$ cat src/rtl/mgmt_reset_fx_pkg.sv
package mgmt_reset_fx_pkg;

  // Strobes from the control module to the datapath, valid in the cycle an event fires.
  typedef struct packed {
    logic killNow;      // hard-class event: end transaction at once
    logic clearFlags;   // drop status-enable and receive-enable
    logic setInit;      // graceful event: raise init bit and alert
    logic blockAccess;  // reads give zero, writes dropped
  } fxStrobe_t;

  // Status word bit positions, decoded by the management controller.
  localparam int INIT_BIT   = 0;
  localparam int STATEN_BIT = 1;
  localparam int RXEN_BIT   = 2;

  localparam logic [1:0] PWR_D0 = 2'b00;
  localparam logic [1:0] PWR_D3 = 2'b11;

endpackage

$ cat src/rtl/mgmt_reset_sync_edge.sv
module mgmt_reset_sync_edge #(
  parameter int W           = 3,
  parameter int SYNC_STAGES = 2
) (
  input  logic         clk,
  input  logic         porN,
  input  logic [W-1:0] asyncIn,
  output logic [W-1:0] riseEv,
  output logic [W-1:0] fallEv,
  output logic [W-1:0] levelOut
);
  localparam int LAST = SYNC_STAGES - 1;

  for (genvar i = 0; i < W; i++) begin : g_bit
    logic [SYNC_STAGES-1:0] chain;
    logic                   prevQ;

    always_ff @(posedge clk or negedge porN) begin
      if (!porN) begin
        chain <= '1;   // inputs are active low, idle high
        prevQ <= 1'b1;
      end else begin
        chain <= {chain[SYNC_STAGES-2:0], asyncIn[i]};
        prevQ <= chain[LAST];
      end
    end

    assign riseEv[i]   =  chain[LAST] & ~prevQ;
    assign fallEv[i]   = ~chain[LAST] &  prevQ;
    assign levelOut[i] =  chain[LAST];
  end

endmodule

$ cat src/rtl/mgmt_reset_fx_ctrl.sv
module mgmt_reset_fx_ctrl
  import mgmt_reset_fx_pkg::*;
#(
  parameter int SYNC_STAGES = 2
) (
  input  logic       clk,
  input  logic       porN,
  input  logic       hardRstN,
  input  logic       altRstN,
  input  logic       isolateN,
  input  logic [1:0] pwrState,
  input  logic       swRst,
  input  logic       selRst,
  input  logic       busStart,
  input  logic       busStop,
  output fxStrobe_t  stb,
  output logic       busKill
);
  localparam int NSRC   = 3;
  localparam int IX_HRD = 0;
  localparam int IX_ALT = 1;
  localparam int IX_ISO = 2;

  logic [NSRC-1:0] riseEv, fallEv, levelSync;
  logic [1:0]      pwrQ;
  logic            busyQ, abortQ, killQ;
  logic            inD3, d3Ev, softEv, hardEv, graceEv;

  mgmt_reset_sync_edge #(.W(NSRC), .SYNC_STAGES(SYNC_STAGES)) u_sync (
    .clk      (clk),
    .porN     (porN),
    .asyncIn  ({isolateN, altRstN, hardRstN}),
    .riseEv   (riseEv),
    .fallEv   (fallEv),
    .levelOut (levelSync)
  );

  assign inD3   = (pwrQ == PWR_D3);
  assign d3Ev   = (pwrQ == PWR_D3) && (pwrState == PWR_D0);
  assign softEv = swRst | selRst;

  // Hard reset acts on assertion normally, on release while in D3.
  assign hardEv = fallEv[IX_ALT]
                | riseEv[IX_ISO]
                | (inD3 ? riseEv[IX_HRD] : fallEv[IX_HRD]);

  // Hard-class effects take priority over graceful ones in the same clock.
  assign graceEv = (d3Ev | softEv) & ~hardEv;

  always_ff @(posedge clk or negedge porN) begin
    if (!porN) begin
      pwrQ   <= PWR_D0;
      busyQ  <= 1'b0;
      abortQ <= 1'b0;
      killQ  <= 1'b0;
    end else begin
      pwrQ  <= pwrState;
      killQ <= hardEv;
      if (hardEv) begin
        busyQ  <= 1'b0;
        abortQ <= 1'b0;
      end else if (busStop) begin
        busyQ  <= 1'b0;
        abortQ <= 1'b0;
      end else begin
        if (busStart) busyQ <= 1'b1;
        if (graceEv && (busyQ || busStart)) abortQ <= 1'b1;
      end
    end
  end

  always_comb begin
    stb             = '0;
    stb.killNow     = hardEv;
    stb.clearFlags  = hardEv | (d3Ev & ~hardEv);
    stb.setInit     = graceEv;
    stb.blockAccess = hardEv | abortQ | (graceEv & busyQ);
  end

  assign busKill = killQ;

  // Synchronized levels are only consumed through the edge strobes.
  logic unusedLevels;
  assign unusedLevels = ^levelSync;

endmodule

$ cat src/rtl/mgmt_reset_fx_dp.sv
module mgmt_reset_fx_dp
  import mgmt_reset_fx_pkg::*;
#(
  parameter int AW = 4,
  parameter int DW = 8
) (
  input  logic          clk,
  input  logic          porN,
  input  fxStrobe_t     stb,
  input  logic          rdReq,
  input  logic          wrReq,
  input  logic [AW-1:0] regAddr,
  input  logic [DW-1:0] wrData,
  output logic          rdValid,
  output logic [DW-1:0] rdData,
  output logic          alertN
);
  localparam logic [AW-1:0] ADDR_STATUS  = AW'(0);
  localparam logic [AW-1:0] ADDR_CTRL    = AW'(1);
  localparam logic [AW-1:0] ADDR_SCRATCH = AW'(2);

  logic          statEnQ, rxEnQ, initQ;
  logic [DW-1:0] scratchQ;
  logic [DW-1:0] statusWord, ctrlWord, readMux;
  logic          wrOk, rdOk, statusRead;

  always_comb begin
    statusWord             = '0;
    statusWord[INIT_BIT]   = initQ;
    statusWord[STATEN_BIT] = statEnQ;
    statusWord[RXEN_BIT]   = rxEnQ;
    ctrlWord               = '0;
    ctrlWord[STATEN_BIT]   = statEnQ;
    ctrlWord[RXEN_BIT]     = rxEnQ;
    unique case (regAddr)
      ADDR_STATUS:  readMux = statusWord;
      ADDR_CTRL:    readMux = ctrlWord;
      ADDR_SCRATCH: readMux = scratchQ;
      default:      readMux = '0;
    endcase
  end

  assign wrOk       = wrReq & ~stb.blockAccess;
  assign rdOk       = rdReq & ~stb.blockAccess;
  assign statusRead = rdOk & (regAddr == ADDR_STATUS);

  always_ff @(posedge clk or negedge porN) begin
    if (!porN) begin
      statEnQ  <= 1'b0;
      rxEnQ    <= 1'b0;
      initQ    <= 1'b0;
      scratchQ <= '0;
      rdValid  <= 1'b0;
      rdData   <= '0;
    end else begin
      rdValid <= rdReq;
      if (rdReq) rdData <= rdOk ? readMux : '0;

      if (stb.clearFlags) begin
        statEnQ <= 1'b0;
        rxEnQ   <= 1'b0;
      end else if (wrOk && regAddr == ADDR_CTRL) begin
        statEnQ <= wrData[STATEN_BIT];
        rxEnQ   <= wrData[RXEN_BIT];
      end

      if (wrOk && regAddr == ADDR_SCRATCH) scratchQ <= wrData;

      if (stb.setInit)     initQ <= 1'b1;
      else if (statusRead) initQ <= 1'b0;
    end
  end

  assign alertN = ~initQ;

endmodule

$ cat src/rtl/mgmt_reset_fx.sv
module mgmt_reset_fx
  import mgmt_reset_fx_pkg::*;
#(
  parameter int AW          = 4,
  parameter int DW          = 8,
  parameter int SYNC_STAGES = 2
) (
  input  logic          clk,
  input  logic          porN,
  input  logic          hardRstN,
  input  logic          altRstN,
  input  logic          isolateN,
  input  logic [1:0]    pwrState,
  input  logic          swRst,
  input  logic          selRst,
  input  logic          busStart,
  input  logic          busStop,
  input  logic          rdReq,
  input  logic          wrReq,
  input  logic [AW-1:0] regAddr,
  input  logic [DW-1:0] wrData,
  output logic          rdValid,
  output logic [DW-1:0] rdData,
  output logic          busKill,
  output logic          alertN
);
  fxStrobe_t stb;

  mgmt_reset_fx_ctrl #(.SYNC_STAGES(SYNC_STAGES)) u_ctrl (
    .clk      (clk),
    .porN     (porN),
    .hardRstN (hardRstN),
    .altRstN  (altRstN),
    .isolateN (isolateN),
    .pwrState (pwrState),
    .swRst    (swRst),
    .selRst   (selRst),
    .busStart (busStart),
    .busStop  (busStop),
    .stb      (stb),
    .busKill  (busKill)
  );

  mgmt_reset_fx_dp #(.AW(AW), .DW(DW)) u_dp (
    .clk     (clk),
    .porN    (porN),
    .stb     (stb),
    .rdReq   (rdReq),
    .wrReq   (wrReq),
    .regAddr (regAddr),
    .wrData  (wrData),
    .rdValid (rdValid),
    .rdData  (rdData),
    .alertN  (alertN)
  );

endmodule

$ cat config.mk
export PLATFORM = sky130hd
export DESIGN_NAME = mgmt_reset_fx
export DESIGN_NICKNAME = d
export VERILOG_FILES = /design/src/rtl/mgmt_reset_fx_pkg.sv /design/src/rtl/mgmt_reset_sync_edge.sv /design/src/rtl/mgmt_reset_fx_ctrl.sv /design/src/rtl/mgmt_reset_fx_dp.sv /design/src/rtl/mgmt_reset_fx.sv
export SDC_FILE = /design/constraint.sdc
export NUM_CORES = 1
export LEC_CHECK = 0
export CAP_MARGIN = 30
export CORE_ASPECT_RATIO = 0.9
export CORE_MARGIN = 4
export CORE_UTILIZATION = 30
export CTS_CLUSTER_DIAMETER = 120
export DETAILED_ROUTE_END_ITERATION = 8
export PLACE_DENSITY = 0.54
export SYNTH_ARGS = -nofsm -noshare
export SYNTH_HDL_FRONTEND = slang
export SYNTH_SLANG_ARGS = --single-unit
$ cat constraint.sdc
create_clock -name clk -period 4.56 [get_ports clk]
set_clock_uncertainty 0.15 [all_clocks]
set_input_delay 0.912 -clock clk [delete_from_list [all_inputs] [get_ports clk]]
set_output_delay 0.912 -clock clk [all_outputs]
set_load 0.01 [all_outputs]
After elaboration in Yosys (flattened, before gate mapping)
Index checks and enable logic that the tools add are counted.
{"block": "totals", "latch_bits": 0, "ff_bits": 34, "out_inout_bits": 11, "inputBits": 25, "n_memories": 0, "rom_bits": 0, "mem_bits_rw": 0}
{"block": "op_classes", "n_shift": 0, "mux": 15, "n_reduce_logical": 11, "eq_ne": 3, "n_addsub": 0, "div_mod_pow": 0, "n_lt_le_gt_ge": 0, "bitwise": 24, "n_mul": 0}
{"cell": "$pmux W8 S3", "n": 1}
{"cell": "$mux W1", "n": 13}
{"cell": "$and A1 B1 Y1", "n": 10}
{"cell": "$mux W8", "n": 1}
{"cell": "$not A1 Y1", "n": 7}
{"cell": "$or A1 B1 Y1", "n": 7}
{"cell": "$reduce_bool A3 Y1", "n": 2}
{"cell": "$eq A4 B1 Y1 const B", "n": 1}
{"cell": "$eq A4 B2 Y1 const B", "n": 1}
{"cell": "$logic_and A1 B1 Y1", "n": 4}
{"cell": "$logic_not A4 Y1", "n": 1}
{"cell": "$reduce_bool A2 Y1", "n": 2}
{"cell": "$eq A2 B2 Y1 const B", "n": 1}
{"cell": "$logic_not A2 Y1", "n": 1}
{"cell": "$logic_or A1 B1 Y1", "n": 1}

Longest topological paths before layout
Gate-level depths: netlist of run 1.
{"block": "depth", "word_depth": 13, "mapped_depth": 6, "mapped_depth_nobuf": 4}

Modules after synthesis
A second synthesis of run 1 with hierarchy kept.
{"block": "unflattened", "cells_unflattened": 97, "area_unflattened_um2": 1361.3}
{"mod": "mgmt_reset_fx_dp", "area_each_um2": 835.8, "instances": 1, "cells_per_inst": 58}
{"mod": "mgmt_reset_sync_edge", "area_each_um2": 296.5, "instances": 1, "cells_per_inst": 18}
{"mod": "mgmt_reset_fx_ctrl", "area_each_um2": 229.0, "instances": 1, "cells_per_inst": 21}

Worst setup path after synthesis of run 1
OpenSTA, ideal clock, no wires.
{"block": "synth_timing", "kind": "input-to-reg", "startpoint": "in regAddr[3]", "endpoint": "reg u_dp.scratchQ[0]", "required_time_ns": 4.285, "slack_ns": 2.045, "n_path_buf": 0, "stages": 4, "arrival_time_ns": 2.240, "path_cell_list": "or3_1 -> a211o_1 -> nor3_4 -> mux2_2"}
{"block": "synth_via", "elab_chain_len": 2}
{"element": "from (decl)", "line_no": "mgmt_reset_fx.sv:20", "rtl": "input logic [AW-1:0] regAddr,"}
{"element": "$eq A4 B2 Y1", "line_no": "mgmt_reset_fx_dp.sv:67", "rtl": "if (wrOk && regAddr == ADDR_SCRATCH) scratchQ <= wrData;"}
{"element": "$logic_and A1 B1 Y1", "line_no": "mgmt_reset_fx_dp.sv:67"}
{"element": "to (signal assigned)", "line_no": "mgmt_reset_fx_dp.sv:67"}
{"element": "to (decl)", "line_no": "mgmt_reset_fx_dp.sv:23", "rtl": "logic [DW-1:0] scratchQ;"}
No other way between the ends.
A chain may end at the register's enable or synchronous reset.

Worst setup path in the final report of run 1
{"block": "layout_timing", "startpoint": "in regAddr[1]", "endpoint": "reg u_dp.scratchQ[5]"}
The elaborated chain is that of the path after synthesis.

==> metrics.md, run 1 <==
| Metric | Value |
|---|---|
| Critical path class | `in2reg` |
| Post-synthesis instance area | `1380 sq um` |
| Via/cell ratio | `4.50` |
| Synth top area share | `45.3%` |
| Sequential Power Share | `51.0%` |
| Ranking of synthesized cells by area | `dfrtp_1 45%, dfstp_2 17%, mux2_2 8.2%, nand3_1 3.3%, nor2b_1 2.7%` |
| Cells on Worst Hold Path | `0` |
| Synth Register Bits | `34` |
| Die Y | `72.3 um` |
| Fmax | `344 MHz` |
| DIE WIDTH | `79.5 um` |
| RSZ-0062 raised after global routing | `false` |
| Run status | `complete, no violations` |
| Post_cts resized | `0` |
| Crit path launch type | `input pin` |
| HP Start | `u_ctrl.u_sync.g_bit[0].chain[0]` |
| Leak | `0.000784 uW` |
| Post-route ant nets | `0` |
| Critical Path AT | `2.92 ns` |
| Final hold slack | `0.205 ns` |
| Die ar. | `5750 sq um` |
| Vias | `944` |
| First-pass GRT wire length | `4660 um` |
| Crit-path max FO | `8` |
| Std-Cell Rows | `23` |
| Syn Nets | `132` |
| I/O Buffers | `35` |
| Initial Util | `30.9%` |
| Htree depth | `2` |
| MaxCap Viol Count | `0` |
| Initial antenna violation count | `0` |
| CTS tree | `built` |
| Core Region | `4460 sq um` |
| Crit-path max cell delay | `0.59 ns` |
| Worst Path Required | `4.57 ns` |
| DP Worst Slack | `1.36 ns` |
| Biggest area consumer among synthesized cells | `dfrtp_1` |
| Clk Latency, worst-skew pair | `0.28 ns` |
| Predominant post-synthesis flop cell | `dfrtp_1` |
| Distinct cells, synth | `32` |
| Final setup TNS | `0 ns` |
| DRT Pass-1 Iters | `4` |
| Int Pwr | `524 uW` |
| # fillers | `435` |
| TritonCTS Sinks | `34` |
| Reg-to-reg slack, setup | `2.18 ns` |
| Pwr/cell area | `348 nW/um^2` |
| Tot Pwr | `668 uW` |
| Syn Inst Count | `107` |
| Post-synth EDFFs | `0` |
| Vias in the first global route | `982` |
| Switch Pwr | `144 uW` |
| Ant. Diodes | `0` |
| CTS Hold Bufs | `0` |
| Post-route DRC | `0` |
| Total track usage | `10.7%` |
| Grt total ovfl | `0` |
| Worst slew margin | `60.3%` |
| Cells after DPL | `202` |
| I/O pin count | `36` |
| Slew of the pin with the lowest slew margin | `0.594 ns` |
| CTS max path bufs | `2` |
| Starting DRT DRC Count | `58` |
| Post-DP HPWL | `2240 um` |
| Hold Path End | `u_ctrl.u_sync.g_bit[0].chain[1]` |
| R2r worst-path depth | `4` |
| Post-synth ARST share | `100%` |
| Start of the worst register-to-register path | `u_ctrl.u_sync.g_bit[0].prevQ` |
| Min cycle time layout | `2.91 ns` |
| CTS Buf Count | `5` |
| Fin. max-slew vios | `0` |
| Commonest non-fill, non-tap cell in the layout | `clkdlybuf4s50_1` |
| Sequential share of the synthesized area | `62.5%` |
| Cell Chain, Critical Path | `clkdlybuf4s50_1, nor2b_1, nand2_1, nor3_4, mux2_2` |
| Most frequent cells in the layout | `35 x clkdlybuf4s50_1, 25 x dfrtp_1, 10 x mux2_2, 9 x nand3_1, 9 x dfstp_2` |
| Sw Share | `21.5%` |
| Hold Path Class | `reg2reg` |
| Share of cells above drive strength 1 | `22.3%` |
| Min setup slack post-route | `1.65 ns` |
| Root Driver | `clkbuf_8` |
| Peak supply drop | `0.000178 V` |
| GPL Wtd Cong | `0.731` |
| Syn. warnings | `0` |
| Non-Filler Instances | `210` |
| Period utilisation layout | `63.8%` |
| Final hold vios | `0` |
| Worst-path clk slew | `0.06 ns` |
| Final #Nets | `172` |
| Setup violations, final | `0` |
| Power share of the clock group | `37.7%` |
| DRT Wirelength | `2790 um` |
| CP Capture Type | `flop` |
| Comb pwr share | `11.3%` |
| RR Endpoint | `u_dp.scratchQ[5]` |
| Largest net degree at the start of global routing | `16` |
| Area Growth Syn to Fin | `39.0%` |
| Synthesized area per cell | `12.9 sq um` |
| Setup Buffers After CTS | `0` |
| Routed len/inst | `13.3 um` |
| Critical Path Slowest Stage Cell | `clkdlybuf4s50_1` |
[metrics by stage]
stage                     instance area [sq um]  util (%)
final                                      1920      43.0
after global routing                       1920      43.0
after CTS                                  1920      43.0
after detailed placement                   1810      40.5
after global placement                     1790      40.2
after floorplan                            1380         -
[registers in the layout, summed over array words and instances (netlist names)]
signal and flops:
u_dp.rdData 8, u_ctrl.u_sync.g_bit.prevQ 3, u_dp.statEnQ 1, u_ctrl.busyQ 1
u_dp.rxEnQ 1, u_ctrl.u_sync.g_bit.chain 6, u_dp.initQ 1, u_dp.rdValid 1
u_dp.scratchQ 8, u_ctrl.busKill 1, u_ctrl.abortQ 1, u_ctrl.pwrQ 2
[area by class of cell]
type	count	area [sq um]	area share [%]
inverters	5	18.8	0.978
flip-flops and latches	34	862	44.9
multi-input cells	64	477	24.9
clock buffers	8	110	5.74
well taps	62	77.6	4.04
repair buffers	37	373	19.4
[worst max-delay path, delay by kind of cell]
family	cells	cell delay [ns]
buffers and inverters	1	0.59
muxes	1	0.38
and+or+nand+nor	3	1.03
[logic make-up after synthesis]
kind of cell	count (synthesis)	synth area share, %
simple gates	36	16.0
flops	34	62.5
mux	13	10.3
compound gates	15	8.25
buf+inv	9	2.99
[power groups by stage]
stage	clock network, uW	logic [uW]	registers, uW
floorplan	0	36.8	342
global placement	0	74.1	345
detailed placement	0	77.4	346
CTS	261	77.5	341
global route	277	83.5	343
finish	252	75.8	341
[layer usage]
layer  vias to the layer above  GRT usage, %  part of all wire, %
li1                        461             -                    -
met1                       460          14.0                   46
met2                        18          15.8                   47
met3                         5          4.96                  5.9
met4                         0          2.86                  1.1
met5                         -             0                    0
[cell usage after synthesis, types with 2 or more instances]
| library cell | count |
|---|---|
| dfstp_2 | 9 |
| mux2_2 | 10 |
| nor2b_1 | 6 |
| nand2b_1 | 3 |
| mux2i_1 | 3 |
| nand3_1 | 9 |
| nand2_1 | 3 |
| clkbuf_1 | 2 |
| o22ai_1 | 4 |
| o21ai_0 | 2 |
| inv_1 | 5 |
| nor3_1 | 5 |
| a21oi_1 | 2 |
| dfrtp_1 | 25 |
| nor2_1 | 2 |
[how the worst max path moves through the flow]
stage	start	to	cells after the start
2_1_floorplan	regAddr[3]	u_dp.scratchQ[0]	4
3_3_place_gp	regAddr[1]	u_dp.scratchQ[3]	5
3_5_place_dp	regAddr[1]	u_dp.scratchQ[5]	5
4_1_cts	regAddr[1]	u_dp.scratchQ[5]	5
5_1_grt	regAddr[1]	u_dp.scratchQ[1]	5
6_report	regAddr[1]	u_dp.scratchQ[5]	5
No activity file was read; power rests on OpenSTA's default activity.
==> run 2: changes to the inputs <==
PLACE_DENSITY = 0.56   (was 0.54)
clock period = 2.4 ns   (was 4.56 ns; I/O delays follow)
==> metrics.md, run 2 (synthesis results as in run 1) <==
| Metric | Value |
|---|---|
| HP Start | `u_ctrl.u_sync.g_bit[2].chain[0]` |
| I/O pin count | `36 (unchanged)` |
| Top Registers | `u_dp.rdData x8, u_dp.scratchQ x8, u_ctrl.u_sync.g_bit.chain x6` |
| RR Endpoint | `u_dp.rxEnQ` |
| Grt total ovfl | `0 (unchanged)` |
| Pwr/cell area | `646 nW/um^2 (+86%)` |
| CP Depth | `6 (+1)` |
| Slew of the pin with the lowest slew margin | `0.422 ns (-0.172 ns)` |
| Vias | `964 (+2.1%)` |
| Post-DP HPWL | `2150 um (-3.9%)` |
| Peak supply drop | `0.000349 V (+96%)` |
| Worst path bufs/invs | `2 (+1)` |
| Min setup slack post-route | `0.171 ns (-1.48 ns)` |
| Setup Buffers After CTS | `0 (unchanged)` |
| Leak | `0.000827 uW (+5.5%)` |
| Initial antenna violation count | `0 (unchanged)` |
| Reg-to-reg slack, setup | `0.21 ns (-1.97 ns)` |
| DRT Pass-1 Iters | `2 (-2)` |
| # fillers | `419 (-3.7%)` |
| Start of the worst register-to-register path | `u_ctrl.u_sync.g_bit[0].prevQ` |
| CTS Buf Count | `5 (unchanged)` |
| RSZ-0062 raised after global routing | `false` |
| Fin. max-slew vios | `0 (unchanged)` |
| Starting DRT DRC Count | `38 (-34%)` |
| Crit-path max cell delay | `0.39 ns (-0.20 ns)` |
| Worst-path clk slew | `0.07 ns (about the same)` |
| Via/cell ratio | `4.40 (-2.1%)` |
| Area Growth Syn to Fin | `44.3%` |
| DRT Wirelength | `2750 um (-1.2%)` |
| Clk Latency, worst-skew pair | `0.28 ns (about the same)` |
| Finished Core Util | `44.7% (+1.7 points)` |
| Routed len/inst | `12.6 um (-5.2%)` |
| Crit path launch type | `input pin` |
| CP startpoint | `regAddr[3]` |
| Die Y | `72.3 um (unchanged)` |
| Root Driver | `clkbuf_8` |
| First-pass GRT wire length | `4490 um (-3.7%)` |
| Period utilisation layout | `92.9%` |
| Final instance area | `1990 sq um (+3.8%)` |
| Post-route DRC | `0 (unchanged)` |
| Initial Util | `30.9% (unchanged)` |
| CP Capture Type | `flop` |
| Final hold vios | `0 (unchanged)` |
| Min cycle time layout | `2.23 ns` |
| Core Region | `4460 sq um (unchanged)` |
| Worst Path Required | `2.46 ns (-2.11 ns)` |
| Ant. Diodes | `0 (unchanged)` |
| CTS Hold Bufs | `0 (unchanged)` |
| R2r worst-path depth | `5 (+1)` |
| CP Capture Point | `u_dp.rxEnQ` |
| Cell Chain, Critical Path | `clkdlybuf4s50_1, or3_1, a211o_1, buf_4, nor4_2, mux2i_1` |
| Largest net degree at the start of global routing | `35 (+19)` |
| Critical path class | `in2reg` |
| Dpl cell area | `1880 sq um (+4.0%)` |
| Crit-path max FO | `4 (-4)` |
| Non-Filler Instances | `219 (+4.3%)` |
| CTS max path bufs | `2 (unchanged)` |
| Critical Path AT | `2.29 ns (-0.63 ns)` |
| Post_cts resized | `0 (unchanged)` |
| Total track usage | `10.3% (-0.32 points)` |
| Post-route ant nets | `0 (unchanged)` |
| TritonCTS Sinks | `34 (unchanged)` |
| Std-Cell Rows | `23 (unchanged)` |
| Commonest non-fill, non-tap cell in the layout | `clkdlybuf4s50_1` |
| Most frequent cells in the layout | `35 x clkdlybuf4s50_1, 25 x dfrtp_1, 10 x mux2_2, 10 x buf_4` |
| Die ar. | `5750 sq um (unchanged)` |
| Setup violations, final | `0 (unchanged)` |
| I/O Buffers | `35 (unchanged)` |
| Vias in the first global route | `968 (-1.4%)` |
| CTS tree | `built` |
| Fmax | `449 MHz` |
| GPL Wtd Cong | `0.744 (+1.8%)` |
| Run status | `complete, no violations` |
| Hold Path Class | `reg2reg` |
| Cells after DPL | `211 (+4.5%)` |
| DIE WIDTH | `79.5 um (unchanged)` |
| Final hold slack | `0.206 ns (+0.00108 ns)` |
| DP Worst Slack | `-0.136 ns (-1.49 ns)` |
| Htree depth | `2 (unchanged)` |
| Final #Nets | `181 (+5.2%)` |
| Share of cells above drive strength 1 | `26.1% (+3.8 points)` |
| Critical Path Slowest Stage Cell | `clkdlybuf4s50_1` |
| Worst path top cell family by delay | `simple AND/OR/NAND/NOR gates` |
| Worst slew margin | `71.7% (+11 points)` |
| MaxCap Viol Count | `0 (unchanged)` |
## run 2: changes by cell type in the layout (fill, tap and decap cells not counted)
| cell | change |
|---|---|
| buf_8 | -1 |
| buf_12 | +1 |
| clkbuf_1 | +1 |
| buf_4 | +9 |
| clkbuf_8 | -2 |
| clkbuf_16 | +1 |
## run 2: cell type report
class / count / area [sq um] / share of cell area, %
Sequential cell: 34 / 862 / 43.3
Clock buffer: 8 / 111 / 5.59
Tap cell: 62 / 77.6 / 3.89
Inverter: 5 / 18.8 / 0.942
Multi-Input combinational cell: 64 / 477 / 23.9
Timing Repair Buffer: 46 / 445 / 22.4
## run 2: metrics by stage
stage,TNS (ns),power [uW]
4_1_cts,0,1320
3_5_place_dp,-0.965,814
3_3_place_gp,-0.740,808
5_1_grt,0,1360
6_report,0,1290
2_1_floorplan,0,719
## run 2: routing by layer
| layer | track usage, % | up-vias | part of all wire, % |
|---|---|---|---|
| li1 | - | 476 | - |
| met4 | 2.86 | 0 | 1.0 |
| met2 | 16.0 | 21 | 47 |
| met3 | 4.84 | 5 | 5.8 |
| met1 | 13.0 | 462 | 46 |
| met5 | 0 | - | 0 |
## run 2: power breakdown
part           internal, uW  switching [uW]  total, uW
Clock                   296             192        488
Combinational          92.2            61.6        154
Sequential              623            23.1        646
Total                  1010             277       1290
## run 2: worst reg2reg max path, cell delays in order (launching register included)
cell and delay [ns]:
dfstp_2 0.53, and4b_1 0.19, a2111o_1 0.45, buf_4 0.20
nor4_2 0.38, mux2i_1 0.22
## run 2: worst min-delay path by stage
stage	endpoint	slack, ns	depth (start not counted)
5_1_grt	u_ctrl.u_sync.g_bit[0].chain[1]	0.21	0
3_5_place_dp	u_ctrl.u_sync.g_bit[2].chain[1]	0.20	0
3_3_place_gp	u_ctrl.u_sync.g_bit[0].chain[1]	0.20	0
4_1_cts	u_ctrl.u_sync.g_bit[2].chain[1]	0.21	0
2_1_floorplan	u_ctrl.abortQ	0.03	0
6_report	u_ctrl.u_sync.g_bit[2].chain[1]	0.21	0
==> run 3: changes to the inputs <==
SKIP_LAST_GASP = 1   (was not set)
==> results of run 3 <==
No change in the layout: final DEF, timing and power equal those of run 2.
